--- src/rtl/udiv_pkg.sv ---
package udiv_pkg;

  typedef enum logic [2:0] {
    ST_IDLE,
    ST_CHECK,
    ST_SETUP,
    ST_ITER,
    ST_FIN
  } udiv_state_e;

  typedef enum logic [1:0] {
    SZ_BYTE  = 2'd0,
    SZ_HALF  = 2'd1,
    SZ_WORD  = 2'd2,
    SZ_WORD2 = 2'd3
  } udiv_size_e;

endpackage

--- src/rtl/udiv_rst_sync.sv ---
module udiv_rst_sync #(
  parameter int STAGES = 2
) (
  input  logic clk,
  input  logic rst_n_async,
  output logic rst_n_sync
);

  logic [STAGES-1:0] sync_q;
  logic [STAGES-1:0] sync_d;

  always_comb begin
    sync_d = {sync_q[STAGES-2:0], 1'b1};
  end

  always_ff @(posedge clk or negedge rst_n_async) begin
    if (!rst_n_async) begin
      sync_q <= '0;
    end else begin
      sync_q <= sync_d;
    end
  end

  assign rst_n_sync = sync_q[STAGES-1];

endmodule

--- src/rtl/udiv_align.sv ---
module udiv_align
  import udiv_pkg::*;
#(
  parameter int W  = 32,
  parameter int CW = 6
) (
  input  logic [1:0]     size_sel,
  input  logic [2*W-1:0] dividend,
  input  logic [W-1:0]   divisor,
  output logic [W-1:0]   hi_o,
  output logic [W-1:0]   lo_o,
  output logic [W-1:0]   dv_o,
  output logic [CW-1:0]  nbits_o
);

  localparam int LANES = 3;

  logic [W-1:0]  lane_hi [LANES];
  logic [W-1:0]  lane_lo [LANES];
  logic [W-1:0]  lane_dv [LANES];
  logic [CW-1:0] lane_n  [LANES];

  // lane k works on a divisor width of W >> (2-k)
  for (genvar k = 0; k < LANES; k++) begin : g_lane
    localparam int NW = W >> (LANES - 1 - k);
    assign lane_hi[k] = W'(dividend[2*NW-1:NW]);
    assign lane_lo[k] = W'(dividend[NW-1:0]) << (W - NW);
    assign lane_dv[k] = W'(divisor[NW-1:0]);
    assign lane_n[k]  = CW'(NW);
  end

  always_comb begin
    unique case (udiv_size_e'(size_sel))
      SZ_BYTE: begin
        hi_o = lane_hi[0]; lo_o = lane_lo[0]; dv_o = lane_dv[0]; nbits_o = lane_n[0];
      end
      SZ_HALF: begin
        hi_o = lane_hi[1]; lo_o = lane_lo[1]; dv_o = lane_dv[1]; nbits_o = lane_n[1];
      end
      default: begin
        hi_o = lane_hi[2]; lo_o = lane_lo[2]; dv_o = lane_dv[2]; nbits_o = lane_n[2];
      end
    endcase
  end

endmodule

--- src/rtl/udiv_step.sv ---
module udiv_step #(
  parameter int W = 32
) (
  input  logic [W-1:0] prem,
  input  logic         bit_in,
  input  logic [W-1:0] dv,
  output logic [W-1:0] prem_nx,
  output logic         qbit
);

  logic [W:0] shifted;
  logic [W:0] diff;

  always_comb begin
    shifted = {prem, bit_in};
    diff    = shifted - {1'b0, dv};
    qbit    = (shifted >= {1'b0, dv});
    prem_nx = qbit ? diff[W-1:0] : shifted[W-1:0];
  end

endmodule

--- src/rtl/udiv_core.sv ---
module udiv_core #(
  parameter int W = 32
) (
  input  logic         clk,
  input  logic         rst_n,
  input  logic         load,
  input  logic         step,
  input  logic [W-1:0] hi_in,
  input  logic [W-1:0] lo_in,
  input  logic [W-1:0] dv_in,
  output logic         err_pre,
  output logic [W-1:0] quo_o,
  output logic [W-1:0] rem_o,
  output logic [W-1:0] dv_o
);

  logic [W-1:0] pr_q, lo_q, qt_q, dv_q;
  logic [W-1:0] pr_d, lo_d, qt_d, dv_d;
  logic [W-1:0] pr_nx;
  logic         qbit;
  logic         en;

  udiv_step #(.W(W)) u_step (
    .prem    (pr_q),
    .bit_in  (lo_q[W-1]),
    .dv      (dv_q),
    .prem_nx (pr_nx),
    .qbit    (qbit)
  );

  always_comb begin
    en   = load | step;
    pr_d = pr_q;
    lo_d = lo_q;
    qt_d = qt_q;
    dv_d = dv_q;
    if (load) begin
      pr_d = hi_in;
      lo_d = lo_in;
      qt_d = '0;
      dv_d = dv_in;
    end else if (step) begin
      pr_d = pr_nx;
      lo_d = {lo_q[W-2:0], 1'b0};
      qt_d = {qt_q[W-2:0], qbit};
    end
  end

  always_ff @(posedge clk or negedge rst_n) begin
    if (!rst_n) begin
      pr_q <= '0;
      lo_q <= '0;
      qt_q <= '0;
      dv_q <= '0;
    end else if (en) begin
      pr_q <= pr_d;
      lo_q <= lo_d;
      qt_q <= qt_d;
      dv_q <= dv_d;
    end
  end

  // the quotient fits only if the high half is below the divisor
  assign err_pre = (dv_q == '0) || (pr_q >= dv_q);
  assign quo_o   = qt_q;
  assign rem_o   = pr_q;
  assign dv_o    = dv_q;


  prem_bound_chk: assert property (@(posedge clk) disable iff (!rst_n)
    step |-> (pr_q < dv_q));

endmodule

--- src/rtl/udiv_ctrl.sv ---
module udiv_ctrl
  import udiv_pkg::*;
#(
  parameter int CW        = 6,
  parameter int SETUP_CYC = 7
) (
  input  logic          clk,
  input  logic          rst_n,
  input  logic          start,
  input  logic [CW-1:0] nbits_in,
  input  logic          err_pre,
  output logic          load,
  output logic          step,
  output logic          fin_ok,
  output logic          fin_err,
  output logic          busy
);

  udiv_state_e   st_q, st_d;
  logic [CW-1:0] cnt_q, cnt_d;
  logic [CW-1:0] nb_q, nb_d;

  always_comb begin
    st_d  = st_q;
    cnt_d = cnt_q;
    nb_d  = nb_q;
    unique case (st_q)
      ST_IDLE: begin
        if (start) begin
          st_d = ST_CHECK;
          nb_d = nbits_in;
        end
      end
      ST_CHECK: begin
        if (err_pre) begin
          st_d = ST_IDLE;
        end else begin
          st_d  = ST_SETUP;
          cnt_d = CW'(SETUP_CYC - 1);
        end
      end
      ST_SETUP: begin
        if (cnt_q == '0) begin
          st_d  = ST_ITER;
          cnt_d = nb_q - CW'(1);
        end else begin
          cnt_d = cnt_q - CW'(1);
        end
      end
      ST_ITER: begin
        if (cnt_q == '0) begin
          st_d = ST_FIN;
        end else begin
          cnt_d = cnt_q - CW'(1);
        end
      end
      ST_FIN:  st_d = ST_IDLE;
      default: st_d = ST_IDLE;
    endcase
  end

  always_ff @(posedge clk or negedge rst_n) begin
    if (!rst_n) begin
      st_q  <= ST_IDLE;
      cnt_q <= '0;
      nb_q  <= '0;
    end else begin
      st_q  <= st_d;
      cnt_q <= cnt_d;
      nb_q  <= nb_d;
    end
  end

  assign load    = (st_q == ST_IDLE) && start;
  assign step    = (st_q == ST_ITER);
  assign fin_ok  = (st_q == ST_FIN);
  assign fin_err = (st_q == ST_CHECK) && err_pre;
  assign busy    = (st_q != ST_IDLE);


  start_ignore_chk: assert property (@(posedge clk) disable iff (!rst_n)
    (st_q != ST_IDLE && start) |=> (st_q != ST_CHECK));


  iter_bound_chk: assert property (@(posedge clk) disable iff (!rst_n)
    (st_q == ST_ITER) |-> (cnt_q < nb_q));

endmodule

--- src/rtl/udiv_multi.sv ---
module udiv_multi #(
  parameter int W        = 32,
  parameter int OVERHEAD = 9
) (
  input  logic           clk,
  input  logic           rst_n,
  input  logic           start,
  input  logic [1:0]     size_sel,
  input  logic [2*W-1:0] dividend,
  input  logic [W-1:0]   divisor,
  output logic           busy,
  output logic           done,
  output logic [W-1:0]   quotient,
  output logic [W-1:0]   remainder,
  output logic           div_err
);

  localparam int CW        = $clog2(W + 1);
  localparam int SETUP_CYC = OVERHEAD - 2;

  logic          rst_sn;
  logic [W-1:0]  al_hi, al_lo, al_dv;
  logic [CW-1:0] al_n;
  logic          load, step, fin_ok, fin_err;
  logic          err_pre;
  logic [W-1:0]  core_quo, core_rem, core_dv;

  logic [W-1:0]  quo_q, quo_d, rem_q, rem_d;
  logic          err_q, err_d, done_q, done_d;

  udiv_rst_sync #(.STAGES(2)) u_rsync (
    .clk         (clk),
    .rst_n_async (rst_n),
    .rst_n_sync  (rst_sn)
  );

  udiv_align #(.W(W), .CW(CW)) u_align (
    .size_sel (size_sel),
    .dividend (dividend),
    .divisor  (divisor),
    .hi_o     (al_hi),
    .lo_o     (al_lo),
    .dv_o     (al_dv),
    .nbits_o  (al_n)
  );

  udiv_ctrl #(.CW(CW), .SETUP_CYC(SETUP_CYC)) u_ctrl (
    .clk      (clk),
    .rst_n    (rst_sn),
    .start    (start),
    .nbits_in (al_n),
    .err_pre  (err_pre),
    .load     (load),
    .step     (step),
    .fin_ok   (fin_ok),
    .fin_err  (fin_err),
    .busy     (busy)
  );

  udiv_core #(.W(W)) u_core (
    .clk     (clk),
    .rst_n   (rst_sn),
    .load    (load),
    .step    (step),
    .hi_in   (al_hi),
    .lo_in   (al_lo),
    .dv_in   (al_dv),
    .err_pre (err_pre),
    .quo_o   (core_quo),
    .rem_o   (core_rem),
    .dv_o    (core_dv)
  );

  always_comb begin
    quo_d  = quo_q;
    rem_d  = rem_q;
    err_d  = err_q;
    done_d = 1'b0;
    if (fin_ok) begin
      quo_d  = core_quo;
      rem_d  = core_rem;
      done_d = 1'b1;
    end else if (fin_err) begin
      err_d  = 1'b1;
      done_d = 1'b1;
    end else if (load) begin
      err_d  = 1'b0;
    end
  end

  always_ff @(posedge clk or negedge rst_sn) begin
    if (!rst_sn) begin
      quo_q  <= '0;
      rem_q  <= '0;
      err_q  <= 1'b0;
      done_q <= 1'b0;
    end else begin
      quo_q  <= quo_d;
      rem_q  <= rem_d;
      err_q  <= err_d;
      done_q <= done_d;
    end
  end

  assign quotient  = quo_q;
  assign remainder = rem_q;
  assign div_err   = err_q;
  assign done      = done_q;


  done_pulse_chk: assert property (@(posedge clk) disable iff (!rst_sn)
    done |=> !done);


  done_idle_chk: assert property (@(posedge clk) disable iff (!rst_sn)
    done |-> !busy);


  err_with_done_chk: assert property (@(posedge clk) disable iff (!rst_sn)
    $rose(div_err) |-> done);


  result_hold_chk: assert property (@(posedge clk) disable iff (!rst_sn)
    !done |-> ($stable(quotient) && $stable(remainder)));


  rem_below_chk: assert property (@(posedge clk) disable iff (!rst_sn)
    (done && !div_err) |-> (remainder < core_dv));

endmodule

--- config.mk ---
export PLATFORM = sky130hd
export DESIGN_NAME = udiv_multi
export DESIGN_NICKNAME = d
export VERILOG_FILES = /design/src/rtl/udiv_pkg.sv /design/src/rtl/udiv_rst_sync.sv /design/src/rtl/udiv_align.sv /design/src/rtl/udiv_step.sv /design/src/rtl/udiv_core.sv /design/src/rtl/udiv_ctrl.sv /design/src/rtl/udiv_multi.sv
export SDC_FILE = /design/constraint.sdc
export NUM_CORES = 1
export LEC_CHECK = 0
export ABC_AREA = 1
export BUFFER_PORTS_ARGS = -buffer_cell sky130_fd_sc_hd__buf_2
export CAP_MARGIN = 20
export CORE_MARGIN = 8
export CORE_UTILIZATION = 64
export DETAILED_ROUTE_END_ITERATION = 12
export PLACE_DENSITY = 0.86
export SLEW_MARGIN = 20
export SYNTH_ARGS = -nofsm -noshare
export SYNTH_HDL_FRONTEND = slang
export SYNTH_HIERARCHICAL = 1
export SYNTH_SLANG_ARGS = --single-unit
--- constraint.sdc ---
create_clock -name clk -period 12.1 [get_ports clk]
set_input_delay 0.605 -clock clk [delete_from_list [all_inputs] [get_ports clk]]
set_output_delay 0.605 -clock clk [all_outputs]
set_load 0.02 [all_outputs]
==> out/qor.yml <==
synthesis:
  synthArstFlopShare_pct: 100
  ys_ff_latch: 211
  ys_top_cells_by_count: "nand2_1 (726), inv_1 (376), dfrtp_1 (211)"
  ys.flop_type: "dfrtp_1"
  synth_top_area_share_pct: 37.1
  yosysSeqAreaShare_pct: 37.1
  synth_edf_count: 0
  avgSynthCellArea_sq_um: 7.10
  netlist_area_sq_um: 14200
  yosysTopAreaCell: "dfrtp_1"
  synth_cell_types: 48
  synth_area_leaders: "dfrtp_1 (37%), nand2_1 (19%), inv_1 (9.9%)"
  synth.most_common_cell: "nand2_1"
  syn_inst: 2003
  synth_warnings: 6
sta:
  rsz0062_at_grt: "no"
  fmax_mhz: 241
  skew_ps: 9.74
  tightestPinTransition_ps: 1040
  finalHoldViolations: 0
  post-route-period-util_pct: 34.3
  max-slew-margin-rel_pct: 30.9
  finalWorstPathRequiredPeriod_ps: 4150
  fin_setup_tns_ps: 0
  setup_viol: 0
  final_max_slew_viol_count: 0
finish:
  n_antenna_cell: 0
  drive_gt1_share_pct: 14.2
  seqCellArea_sq_um: 5280
  multi_input_area_sq_um: 6890
  finalNonFillerCells: 2413
  fillerInstances: 1771
  layout.nets: 2285
  area_growth_pct: 9.88
flow_run:
  cap_viol_max_count: 0
clocking:
  clk_pin_slew_ps: 60
  cts.sinks: 211
  cts_setup_buffers: 0
  h-tree-depth: 1
  post_cts_resized: 0
  cts-buffers-inserted: 23
  clkLatencyLatePin_ps: 530
  cts_root_buf: "clkbuf_16"
  cts_tree: "yes"
  cts_buffer_depth: 3
pwr:
  ir_worst_vdd_mv: 0.184
  p_leak_nw: 8.78
  p_per_area_nw_per_um2: 319
routing:
  drc: 0
  antenna_left: 0
  wl_um: 38700
  via_per_inst: 5.39
  initialDrtViolationCount: 1222
  wire_per_inst_um: 16.0
  dr_total_vias: 13000
  first_pass_iters: 5
worst_setup_path:
  reg2reg_depth: 8
  path_class: "reg -> reg"
  crit_fanout: 105
  crit_family: "simple AND/OR/NAND/NOR gates"
  cp_common_cell: "buf_4"
  cp.arrival_ps: 4600
  cp_data_required_time_ps: 12550
  start_kind: "flop"
  max_stage_delay_ps: 890
  cp_num_buf_inv: 2
  worst-path-stages: 8
  crit_chain: "nor2_1 -> nand2_1 -> nor2_4 -> buf_4 -> or2_4 -> buf_4 -> o21ai_0 -> o22ai_2"
  critPathCaptureType: "flop"
  critPathSlowestCell: "buf_4"
global_routing:
  grt_overflow: 0
  grt_use_total_pct: 28.0
  grt_pass1_wl_um: 62200
  antenna_found_initial: 0
  grt_pass1_vias: 12700
  grt_max_degree: 106
floorplan:
  rows: 54
  core_area_sq_um: 21800
  ioPinCount: 168
  die_height_um: 165
  initial_core_util_pct: 65.2
  die_area_sq_um: 27200
  chipWidth_um: 165
hold_path:
  hold_class: "in -> reg"
  whs_path_depth: 3
place:
  hpwl_um: 27500
  dpl.cell_count: 2369
  io_buffer_count: 167
  gp_congestion: 0.906
outcome:
  outcome: "finished, final reports clean"
==> cells in the final DEF (no fill, tap or decap), types with 21 or more instances in the layout <==
cell       count
a21oi_1       35
buf_2        167
clkbuf_16     23
dfrtp_1      210
ha_1          67
inv_1        376
nand2_1      725
nand3_1      127
nor2_1        84
o211ai_2      21
o21ai_0       63
o221ai_1      31
o22ai_1       32
==> report_power, final <==
| group | internal, mW | switching, mW |
|---|---|---|
| sequential | 1.02 | 0.236 |
| clock | 0.386 | 0.301 |
| combinational | 1.05 | 2.00 |
| total | 2.45 | 2.54 |
==> path summary, 6_finish.rpt <==
kind                                                 to                   startpoint  slack [ps]
hold reg to reg                quotient[27]$_DFFE_PN0P_  u_rsync/sync_q[1]$_DFF_PN0_         330
hold / removal               u_core/dv_o[4]$_DFFE_PN0P_                   divisor[4]         300
max in group asynchronous   u_ctrl/cnt_q[2]$_DFFE_PN0P_  u_rsync/sync_q[1]$_DFF_PN0_       10310
min in group asynchronous      quotient[27]$_DFFE_PN0P_  u_rsync/sync_q[1]$_DFF_PN0_         330
setup / recovery           u_core/rem_o[31]$_DFFE_PN0N_   u_ctrl/st_q[0]$_DFFE_PN0P_        7950
setup reg to reg           u_core/rem_o[31]$_DFFE_PN0N_   u_ctrl/st_q[0]$_DFFE_PN0P_        7950
==> tightest hold or removal path, cell delays in order <==
cell and delay [ps]:
buf_2 80, nand2_1 40, o21ai_0 60
==> registers in the layout (all words and copies together), names as in the netlist <==
signal	cells
u_core/rem_o	32
div_err	1
u_core/quo_o	32
quotient	32
done	1
remainder	32
u_core/dv_o	32
u_core/lo_q	32
u_ctrl/cnt_q	6
u_ctrl/st_q	3
u_rsync/sync_q	2
u_ctrl/nb_q	6
==> stage by stage <==
stage	cell area, sq um	setup WS [ps]	total power [mW]	utilization (%)	hold slack [ps]
finish	15600	7950	4.99	71.6	299
global route	15600	7640	5.43	71.6	313
CTS	15600	7810	4.95	71.5	283
detailed placement	14900	7830	4.24	68.0	344
global placement	14800	8040	4.14	68.0	337
floorplan	14200	5780	3.56	-	309
==> metal layers <==
layer,GRT usage (%),wire [um],vias to the layer above
met5,0,0,-
met4,9.58,1170,0
met3,3.84,2880,73
met2,46.8,18100,522
met1,37.0,16500,6001
li1,-,-,6413
==> logic make-up (layout without fill, tap and decap cells) <==
family	after synthesis	after routing	share of synthesized area, %
AND/OR/NAND/NOR	1018	1018	30.4
buffers and inverters	473	601	14.6
AO/OA/AOI/OAI	211	211	10.5
flip-flops	211	211	37.1
adder cells (fa/ha/maj)	68	68	6.04
XOR/XNOR	19	19	1.17
other	2	4	0.0528
multiplexers	1	1	0.0792
==> what timing repair did <==
action	CTS	global route
setup endpoints to repair	0	0
endpoints found under the hold margin	2	0
hold buffers	1	0
==> area by class of cell <==
type                       instances  area share, %
timing repair buffer             176           5.88
multi-input combinational       1321           44.1
inverter                         383           9.22
tap                              280           2.24
sequential                       211           33.8
clock buffer                      32           4.22
clock inverter                    10          0.505
Power figures use the tool's default switching activity.
